## config.mk

```make
export PLATFORM = sky130hd
export DESIGN_NAME = qbx_expander
export DESIGN_NICKNAME = d
export VERILOG_FILES = /design/src/rtl/qbx_pkg.sv /design/src/rtl/qbx_sync.sv /design/src/rtl/qbx_link.sv /design/src/rtl/qbx_port.sv /design/src/rtl/qbx_expander.sv
export SDC_FILE = /design/constraint.sdc
export NUM_CORES = 1
export LEC_CHECK = 0
export BUFFER_PORTS_ARGS = -buffer_cell sky130_fd_sc_hd__buf_2
export CAP_MARGIN = 30
export CORE_MARGIN = 2
export CORE_UTILIZATION = 35
export CTS_BUF_LIST = sky130_fd_sc_hd__clkbuf_4
export CTS_CLUSTER_DIAMETER = 120
export DETAILED_ROUTE_END_ITERATION = 10
export SETUP_SLACK_MARGIN = 0.15
export SYNTH_ARGS = -nofsm -noshare
export SYNTH_HDL_FRONTEND = slang
export SYNTH_SLANG_ARGS = --single-unit
```

## constraint.sdc

```tcl
create_clock -name clk -period 3.7 [get_ports clk]
set_input_delay 1.11 -clock clk [delete_from_list [all_inputs] [get_ports clk]]
set_output_delay 1.11 -clock clk [all_outputs]
set_load 0.05 [all_outputs]
```

## src/rtl/qbx_pkg.sv

```systemverilog
package qbx_pkg;
  typedef enum logic [2:0] {
    LK_IDLE,
    LK_ADDR,
    LK_ADDR_ACK,
    LK_WR,
    LK_WR_ACK,
    LK_RD,
    LK_RD_ACK
  } link_state_t;

  function automatic logic [6:0] dev_base(input logic alt);
    return alt ? 7'h38 : 7'h20;
  endfunction
endpackage

```

## src/rtl/qbx_sync.sv

```systemverilog
module qbx_sync #(
  parameter int W = 1,
  parameter int STAGES = 2,
  parameter logic [W-1:0] RST_VAL = '1
) (
  input  logic         clk,
  input  logic         rst_n,
  input  logic [W-1:0] d,
  output logic [W-1:0] q
);
  logic [W-1:0] chain [STAGES];

  always_ff @(posedge clk or negedge rst_n) begin
    if (!rst_n) begin
      for (int s = 0; s < STAGES; s++) chain[s] <= RST_VAL;
    end else begin
      chain[0] <= d;
      for (int s = 1; s < STAGES; s++) chain[s] <= chain[s-1];
    end
  end

  assign q = chain[STAGES-1];
endmodule

```

## src/rtl/qbx_link.sv

```systemverilog
module qbx_link
  import qbx_pkg::*;
#(
  parameter int WIDTH = 16,
  parameter bit ALT_BASE = 1'b0
) (
  input  logic             clk,
  input  logic             rst_n,
  input  logic             scl_s,
  input  logic             sda_s,
  input  logic [2:0]       addr_sel,
  input  logic [WIDTH-1:0] rd_word,
  output logic             sda_oe,
  output logic             wr_stb,
  output logic [7:0]       wr_byte,
  output logic             rd_sample,
  output logic             bus_evt
);
  localparam int LANES = WIDTH / 8;
  localparam int LW = (LANES > 1) ? $clog2(LANES) : 1;
  localparam logic [6:0] BASE = dev_base(ALT_BASE);

  link_state_t state;
  logic scl_q, sda_q;
  logic scl_rise, scl_fall, start_p, stop_p;
  logic [2:0] cnt;
  logic done, rw, mack, ack_q;
  logic [7:0] sh, tx, rd_byte;
  logic [LW-1:0] rd_lane;
  logic [6:0] my_addr;

  assign my_addr  = {BASE[6:3], addr_sel};
  assign scl_rise = scl_s & ~scl_q;
  assign scl_fall = ~scl_s & scl_q;
  assign start_p  = scl_s & scl_q & sda_q & ~sda_s;
  assign stop_p   = scl_s & scl_q & ~sda_q & sda_s;
  assign bus_evt  = start_p | stop_p;
  assign rd_byte  = rd_word[8*int'(rd_lane) +: 8];
  assign wr_byte  = sh;
  assign sda_oe   = ack_q | ((state == LK_RD) & ~tx[7]);

  always_ff @(posedge clk or negedge rst_n) begin
    if (!rst_n) begin
      scl_q <= 1'b1;
      sda_q <= 1'b1;
    end else begin
      scl_q <= scl_s;
      sda_q <= sda_s;
    end
  end

  always_ff @(posedge clk or negedge rst_n) begin
    if (!rst_n) begin
      state     <= LK_IDLE;
      cnt       <= '0;
      done      <= 1'b0;
      rw        <= 1'b0;
      mack      <= 1'b0;
      ack_q     <= 1'b0;
      sh        <= '0;
      tx        <= '1;
      rd_lane   <= '0;
      wr_stb    <= 1'b0;
      rd_sample <= 1'b0;
    end else begin
      wr_stb    <= 1'b0;
      rd_sample <= 1'b0;
      if (start_p) begin
        state <= LK_ADDR;
        cnt   <= '0;
        done  <= 1'b0;
        ack_q <= 1'b0;
      end else if (stop_p) begin
        state <= LK_IDLE;
        done  <= 1'b0;
        ack_q <= 1'b0;
      end else begin
        unique case (state)
          LK_IDLE: ;
          LK_ADDR, LK_WR: begin
            if (scl_rise) begin
              sh  <= {sh[6:0], sda_s};
              cnt <= cnt + 3'd1;
              if (cnt == 3'd7) done <= 1'b1;
            end else if (scl_fall && done) begin
              done <= 1'b0;
              if (state == LK_ADDR) begin
                if (sh[7:1] == my_addr) begin
                  ack_q   <= 1'b1;
                  state   <= LK_ADDR_ACK;
                  rw      <= sh[0];
                  rd_lane <= '0;
                  if (sh[0]) rd_sample <= 1'b1;
                end else begin
                  state <= LK_IDLE;
                end
              end else begin
                ack_q <= 1'b1;
                state <= LK_WR_ACK;
              end
            end
          end
          LK_ADDR_ACK: begin
            if (scl_fall) begin
              ack_q <= 1'b0;
              cnt   <= '0;
              if (rw) begin
                tx    <= rd_byte;
                state <= LK_RD;
              end else begin
                state <= LK_WR;
              end
            end
          end
          LK_WR_ACK: begin
            if (scl_fall) begin
              ack_q  <= 1'b0;
              wr_stb <= 1'b1;
              cnt    <= '0;
              state  <= LK_WR;
            end
          end
          LK_RD: begin
            if (scl_rise) begin
              cnt <= cnt + 3'd1;
              if (cnt == 3'd7) done <= 1'b1;
            end else if (scl_fall) begin
              if (done) begin
                done  <= 1'b0;
                tx    <= '1;
                state <= LK_RD_ACK;
              end else begin
                tx <= {tx[6:0], 1'b1};
              end
            end
          end
          LK_RD_ACK: begin
            if (scl_rise) begin
              mack <= ~sda_s;
              if (!sda_s) begin
                if (rd_lane == LW'(LANES - 1)) begin
                  rd_lane   <= '0;
                  rd_sample <= 1'b1;
                end else begin
                  rd_lane <= rd_lane + 1'b1;
                end
              end
            end else if (scl_fall) begin
              if (mack) begin
                tx    <= rd_byte;
                cnt   <= '0;
                state <= LK_RD;
              end else begin
                state <= LK_IDLE;
              end
            end
          end
          default: state <= LK_IDLE;
        endcase
      end
    end
  end
endmodule

```

## src/rtl/qbx_port.sv

```systemverilog
module qbx_port #(
  parameter int WIDTH = 16
) (
  input  logic             clk,
  input  logic             rst_n,
  input  logic [WIDTH-1:0] pad_s,
  input  logic             wr_stb,
  input  logic [7:0]       wr_byte,
  input  logic             bus_evt,
  input  logic             rd_sample,
  output logic [WIDTH-1:0] latch_q,
  output logic [WIDTH-1:0] snap_q,
  output logic             int_n
);
  localparam int LANES = WIDTH / 8;
  localparam int LW = (LANES > 1) ? $clog2(LANES) : 1;

  logic [LW-1:0]    lane;
  logic [WIDTH-1:0] stage, stage_nx;

  always_comb begin
    stage_nx = stage;
    stage_nx[8*int'(lane) +: 8] = wr_byte;
  end

  always_ff @(posedge clk or negedge rst_n) begin
    if (!rst_n) begin
      lane    <= '0;
      stage   <= '1;
      latch_q <= '1;
    end else if (bus_evt) begin
      lane <= '0;
    end else if (wr_stb) begin
      stage <= stage_nx;
      if (lane == LW'(LANES - 1)) begin
        latch_q <= stage_nx;
        lane    <= '0;
      end else begin
        lane <= lane + 1'b1;
      end
    end
  end

  always_ff @(posedge clk or negedge rst_n) begin
    if (!rst_n) begin
      snap_q <= '1;
      int_n  <= 1'b1;
    end else begin
      if (rd_sample) snap_q <= pad_s;
      int_n <= ~|(pad_s ^ snap_q);
    end
  end
endmodule

```

## src/rtl/qbx_expander.sv

```systemverilog
module qbx_expander #(
  parameter int WIDTH = 16,
  parameter bit ALT_BASE = 1'b0
) (
  input  logic             clk,
  input  logic             rst_n,
  input  logic             scl_i,
  input  logic             sda_i,
  input  logic [2:0]       addr_sel,
  input  logic [WIDTH-1:0] pad_i,
  output logic             sda_oe,
  output logic [WIDTH-1:0] pin_drive_low,
  output logic [WIDTH-1:0] pin_weak_high,
  output logic             int_n
);
  logic [1:0]       bus_s;
  logic [WIDTH-1:0] pad_s, snap, latch;
  logic             wr_stb, rd_sample, bus_evt;
  logic [7:0]       wr_byte;

  qbx_sync #(.W(2), .STAGES(2), .RST_VAL(2'b11)) u_bus_sync (
    .clk(clk), .rst_n(rst_n), .d({scl_i, sda_i}), .q(bus_s)
  );

  qbx_sync #(.W(WIDTH), .STAGES(2), .RST_VAL({WIDTH{1'b1}})) u_pad_sync (
    .clk(clk), .rst_n(rst_n), .d(pad_i), .q(pad_s)
  );

  qbx_link #(.WIDTH(WIDTH), .ALT_BASE(ALT_BASE)) u_link (
    .clk(clk), .rst_n(rst_n), .scl_s(bus_s[1]), .sda_s(bus_s[0]),
    .addr_sel(addr_sel), .rd_word(snap), .sda_oe(sda_oe),
    .wr_stb(wr_stb), .wr_byte(wr_byte), .rd_sample(rd_sample),
    .bus_evt(bus_evt)
  );

  qbx_port #(.WIDTH(WIDTH)) u_port (
    .clk(clk), .rst_n(rst_n), .pad_s(pad_s), .wr_stb(wr_stb),
    .wr_byte(wr_byte), .bus_evt(bus_evt), .rd_sample(rd_sample),
    .latch_q(latch), .snap_q(snap), .int_n(int_n)
  );

  assign pin_weak_high = latch;
  assign pin_drive_low = ~latch;
endmodule

```

# Word-level counts from Yosys, hierarchy flattened

Cells that the tools add are included.

Register bits after elaboration: 117
Logic and storage cells: 190
Input bits: 23
Output and inout port bits: 34

Add/sub/neg operators: 4
Eq/ne operators: 41
Bitwise operators: 21
Shifts and indexed selects: 3
Mux-type cells: 75
Reductions and logical operators: 24

Operators with widths:

| kind                                                                     | count |
|---|---|
| 8-bit 2-to-1 mux                                                         | 8 |
| 3-bit 2-to-1 mux                                                         | 21 |
| 1-bit 2-to-1 mux                                                         | 37 |
| 4-bit negator with 33-bit output                                         | 1 |
| 8-bit by 33-bit variable shift with 16-bit output (first input constant) | 1 |
| 8-bit by 33-bit variable part select with 16-bit output                  | 1 |
| 4-bit by 1-bit != test with 1-bit output (second input constant)         | 7 |
| 8-bit case mux with 3 select lines                                       | 1 |
| 2-bit by 1-bit != test with 1-bit output (second input constant)         | 10 |
| 10-bit AND reduction                                                     | 2 |
| 3-bit case mux with 6 select lines                                       | 1 |
| 16-bit bitwise mux                                                       | 1 |
| 16-bit NOT                                                               | 1 |
| 16-bit OR reduction                                                      | 1 |
| 16-bit by 5-bit variable part select with 8-bit output                   | 1 |
| 16-bit bitwise XOR                                                       | 1 |
| 3-bit by 1-bit != test with 1-bit output (second input constant)         | 5 |
| 7-bit AND reduction                                                      | 2 |
| 3-bit equality test (second input constant)                              | 4 |
| 4-bit != test (second input constant)                                    | 3 |
| 4-bit nonzero test                                                       | 3 |
| 5-bit by 1-bit != test with 1-bit output (second input constant)         | 2 |
| 1-bit NOT                                                                | 9 |
| 3-bit case mux with 3 select lines                                       | 1 |
| 24 further kinds                                                         | 44 |

# Longest topological paths before layout

Depth in word-level cells: 8
Gate-level depth with buffers: 7
Mapped depth without buffers: 5

# Cells and area by module

Synthesis repeated with hierarchy kept, for this count alone.

Cells, all modules: 392
Area, all modules: 4774.6 µm²

By module, submodules not included:

| module                | cells an instance | seq. area each (µm²) | area an instance (µm²) | times used |
|---|---|---|---|---|
| qbx_link              | 176               | 788.3                | 1829.3                 | 1 |
| qbx_port              | 146               | 1102.3               | 1804.2                 | 1 |
| qbx_sync (u_pad_sync) | 48                | 840.8                | 960.9                  | 1 |
| qbx_sync (u_bus_sync) | 6                 | 105.1                | 120.1                  | 1 |
| qbx_expander          | 16                | 0.0                  | 60.1                   | 1 |

# Least setup slack after synthesis

OpenSTA, ideal clock, no wires.

Path kind: register to output
Start: register u_link.state[2]
End: output sda_oe
Cell stages (with the launch flop): 7
Path slack: 0.661 ns
Data required time: 2.590 ns
Arrival: 1.929 ns
Cell sequence: dfrtp_1 buf_2 nand2_1 or2_2 clkbuf_1 clkbuf_1 o21bai_1

Longest elaborated chain between the ends: 3

Ends and longest elaborated chain:

| what                   | RTL line           | source |
|---|---|---|
| start, declared        | qbx_link.sv:23     | `link_state_t state;` |
| start signal, assigned | qbx_link.sv:54     | `state <= LK_IDLE;` |
| start signal, assigned | qbx_link.sv:69     | `state <= LK_ADDR;` |
| start signal, assigned | qbx_link.sv:74     | `state <= LK_IDLE;` |
| 3-bit equality test    | qbx_link.sv:40     | `assign sda_oe = ack_q \| ((state == LK_RD) & ~tx[7]);` |
| 1-bit AND              | qbx_link.sv:40     |  |
| 1-bit bitwise OR       | qbx_link.sv:40     |  |
| end, declared          | qbx_expander.sv:11 | `output logic sda_oe,` |

No other way between the ends.

# Worst setup path in the final report

Same ends and word-level chain as after synthesis.

==> flow_summary_export.csv <==
group,metric,value,unit
floorplan,std_cell_rows,41,
routing,drt-initial-drc-count,99,
routing,drt-met1-wl,3790,µm
routing,dr_total_vias,2583,
placed_design,dp_hpwl,5050,µm
routing,drc,0,
timing,final.period_utilization,0.883,
cts,cts_buffers,9,
timing,tightest_slew,0.840,ns
synth,synth_seq_area_share,0.630,
setup_path,maximum_fanout_encountered_on_the_critical_timing_path,18,
power_and_ir_drop,power.leakage,2.18,nW
floorplan,die_h,117,µm
routing,route.antenna.remaining_nets,0,
power_and_ir_drop,vdd_drop_max,0.228,mV
power_and_ir_drop,pwr-share-seq,0.587,
routing,maxUsedRoutingLayer,"met4",
floorplan,fp.dieW,117,µm
timing,total_of_endpoints_with_negative_setup_slack_in_the_final_report,0,
global_routing,grt-ovfl-total,0,
power_and_ir_drop,switching_share,0.311,
routing,route.detailed.vias_per_inst,4.60,
cts,cts_hold_buf,0,
setup_path,critical_path_required,2.59,ns
cts,clock_tree.root_cell,"sky130_fd_sc_hd__clkbuf_4",
timing,clock.fmax,0.306,GHz
global_routing,grt_pass1_wl,12900,µm
cells_and_area,layout-drive-gt1-share,0.573,
synth,yosys_warnings,0,
routing,met2_length,3420,µm
power_and_ir_drop,powerDensity,567,nW/µm²
setup_path,timing_worst_setup_path_type,"reg -> out",
cells_and_area,layout_common_cells,"sky130_fd_sc_hd__dfstp_2, sky130_fd_sc_hd__mux2_2, sky130_fd_sc_hd__buf_2",
cells_and_area,syn2layout_area_growth,13.3,%
power_and_ir_drop,power.internal,1.99,mW
routing,drt-pass1-iter-count,4,
synth,syn_avg_cell_area,13.7,µm²
run,max_cap_violations,0,
timing,finalClockSkew,0.0165,ns
synth,synth_nets,354,
timing,fin_setup_tns,0,ns
cts,cts.reportedPaths.clkPinSlew,0.15,ns
cells_and_area,final.fill_count,1175,
timing,timing.max_slew.rel_slack,0.438,
synth,synthesized_flop_and_latch_total,109,
cts,clock_path_buffers,2,
placed_design,io_buffers,56,
setup_path,timing.critical_path.to_type,"output pin",
synth,synth.distinct_cells,43,
global_routing,antenna_violations_before_repair,1,
global_routing,global_route.usage.total,0.116,
cts,clock-sinks,109,
routing,routed_wl,7540,µm
power_and_ir_drop,p_sw,898,µW
power_and_ir_drop,combinationalPowerShare,0.212,
placed_design,place.gp.congestion,0.787,
setup_path,setup.worst_path.start_class,"flip-flop",
power_and_ir_drop,clockPowerShare,0.201,
timing,layout_min_cycle_time,3.27,ns
floorplan,coreArea,12600,µm²
floorplan,initial_cell_density_of_the_core,0.358,
cts,cts-resized-gates,0,
timing,rsz0062_at_grt,"false",
cells_and_area,final_nets,409,
status,run_status,"completed",
cts,clock_tree_from_tritoncts,"yes",
routing,routed_length_per_placed_instance,13.4,µm
synth,synthesis.area,4500,µm²
synth,post_synth_inst_count,329,
min_path,hold_path_class,"reg -> reg",
routing,met3RoutedLength,246,µm
cells_and_area,mostFrequentLayoutCell,"sky130_fd_sc_hd__dfstp_2",
floorplan,ioPinCount,57,
global_routing,first_global_vias,2555,
timing,final_number_of_max_transition_violations,0,
cts,cts_htree_levels,3,
setup_path,worst_ep_arrival_time,2.16,ns
global_routing,grt_max_degree,65,
floorplan,dieArea,13800,µm²
cells_and_area,layout.core_utilization,0.406,
cts,clock_insertion_delay_worst_skew,0.45,ns
cts,cts_setup_buffers,0,
timing,finalHoldViolCount,0,
## power groups by stage
stage          clock [mW]  sequential, mW  combinational (mW)
6_report            0.581            1.70               0.614
5_1_grt             0.661            1.74               0.682
4_1_cts             0.613            1.70               0.623
3_5_place_dp            0            1.72               0.619
3_3_place_gp            0            1.71               0.611
2_1_floorplan           0            1.64               0.527
## logic make-up after synthesis
| kind of cell | after synthesis | share of synthesized area |
|---|---|---|
| compound gates | 40 | 0.0559 |
| xor+xnor | 21 | 0.0408 |
| fa+ha+maj | 2 | 0.00556 |
| buf+inv | 33 | 0.0289 |
| flops | 109 | 0.630 |
| mux | 66 | 0.163 |
| simple gates | 58 | 0.0756 |
## flip-flops by register name, summed over array words and instances (netlist names), 2 cells and up
| name | count |
|---|---|
| u_pad_sync.chain | 16 |
| u_bus_sync.chain | 2 |
| u_port.stage | 8 |
| u_link.wr_byte | 8 |
| u_pad_sync.q | 16 |
| u_port.latch_q | 16 |
| u_link.state | 3 |
| u_link.tx | 8 |
| u_port.snap_q | 16 |
| u_link.cnt | 3 |
| u_bus_sync.q | 2 |
## metal layers
metal,vias to the layer above,global-route usage
met3,4,0.0292
met1,1284,0.162
li1,1247,-
met5,-,0
met2,48,0.174
met4,0,0.0459
## Yosys cell counts
master	instances	area (µm²)
sky130_fd_sc_hd__nand3_1	4	20.0
sky130_fd_sc_hd__ha_1	2	25.0
sky130_fd_sc_hd__o311ai_0	1	8.76
sky130_fd_sc_hd__o221ai_1	1	8.76
sky130_fd_sc_hd__nand4_2	1	12.5
sky130_fd_sc_hd__nand3b_1	2	15.0
sky130_fd_sc_hd__clkbuf_1	7	26.3
sky130_fd_sc_hd__xnor2_1	17	149
sky130_fd_sc_hd__o41ai_1	1	8.76
sky130_fd_sc_hd__a221oi_2	1	15.0
sky130_fd_sc_hd__o22ai_1	1	6.26
sky130_fd_sc_hd__o31ai_1	1	7.51
sky130_fd_sc_hd__or4b_4	1	13.8
sky130_fd_sc_hd__xor2_1	4	35.0
sky130_fd_sc_hd__a21bo_2	1	10.0
sky130_fd_sc_hd__o21bai_1	2	15.0
sky130_fd_sc_hd__nand4b_1	1	8.76
sky130_fd_sc_hd__nand4_1	6	37.5
sky130_fd_sc_hd__or2_2	2	12.5
sky130_fd_sc_hd__inv_1	20	75.1
sky130_fd_sc_hd__a21o_1	1	7.51
sky130_fd_sc_hd__buf_2	5	25.0
sky130_fd_sc_hd__o221a_2	1	11.3
sky130_fd_sc_hd__nor2b_1	4	25.0
sky130_fd_sc_hd__dfstp_2	87	2290
sky130_fd_sc_hd__dfrtp_1	22	551
sky130_fd_sc_hd__nor3b_2	1	12.5
sky130_fd_sc_hd__a22o_1	1	8.76
sky130_fd_sc_hd__a31oi_1	1	6.26
sky130_fd_sc_hd__o21ai_0	9	45.0
sky130_fd_sc_hd__nor3_1	8	40.0
sky130_fd_sc_hd__nor2_1	9	33.8
sky130_fd_sc_hd__mux2_2	56	631
sky130_fd_sc_hd__o21a_1	1	7.51
sky130_fd_sc_hd__and2_1	2	12.5
sky130_fd_sc_hd__nor4_1	2	12.5
sky130_fd_sc_hd__a21oi_1	17	85.1
sky130_fd_sc_hd__nand2_1	10	37.5
sky130_fd_sc_hd__nor4_4	1	21.3
sky130_fd_sc_hd__buf_1	1	3.75
sky130_fd_sc_hd__mux2i_1	9	90.1
sky130_fd_sc_hd__nand2b_1	4	25.0
sky130_fd_sc_hd__mux2_4	1	15.0
## critical path, cell delays in order (launching register included)
cell	delay (ns)
sky130_fd_sc_hd__dfrtp_1	0.71
sky130_fd_sc_hd__nand2_1	0.12
sky130_fd_sc_hd__or2_2	0.43
sky130_fd_sc_hd__o21bai_1	0.16
sky130_fd_sc_hd__buf_2	0.29
## final cells by class
class / instances / area, µm² / area share
clock inverters: 7 / 65.1 / 0.0128
well taps: 172 / 215 / 0.0422
inverters: 20 / 75.1 / 0.0147
diodes: 1 / 2.50 / 0.000491
flip-flops and latches: 109 / 2840 / 0.556
multi-input cells: 187 / 1540 / 0.301
clock buffers: 9 / 67.6 / 0.0132
repair buffers: 57 / 303 / 0.0594
## stage by stage
stage	hold WS (ns)	area (µm²)	worst slack [ns]	cells	total power, mW
6_report	0.366	5100	0.432	562	2.89
5_1_grt	0.370	5100	0.221	562	3.08
4_1_cts	0.367	5100	0.391	561	2.94
3_5_place_dp	0.347	4970	0.931	545	2.34
3_3_place_gp	0.347	4970	0.968	545	2.32
2_1_floorplan	0.345	4500	0.661	329	2.16
## worst paths after layout
kind | startpoint | to | slack (ns) | cells after the start
worst max-delay path | u_link.state[2] | sda_oe | 0.43 | 4
worst min-delay path | u_pad_sync.chain[26] | u_pad_sync.q[10] | 0.37 | 0
worst max register to register | u_bus_sync.q[0] | u_port.latch_q[9] | 1.56 | 4
worst min register to register | u_pad_sync.chain[26] | u_pad_sync.q[10] | 0.37 | 0
max in group asynchronous | rst_n | u_port.latch_q[13] | 2.28 | 2
min in group asynchronous | rst_n | u_link.state[2] | 0.65 | 1
Power figures use the tool's default switching activity.
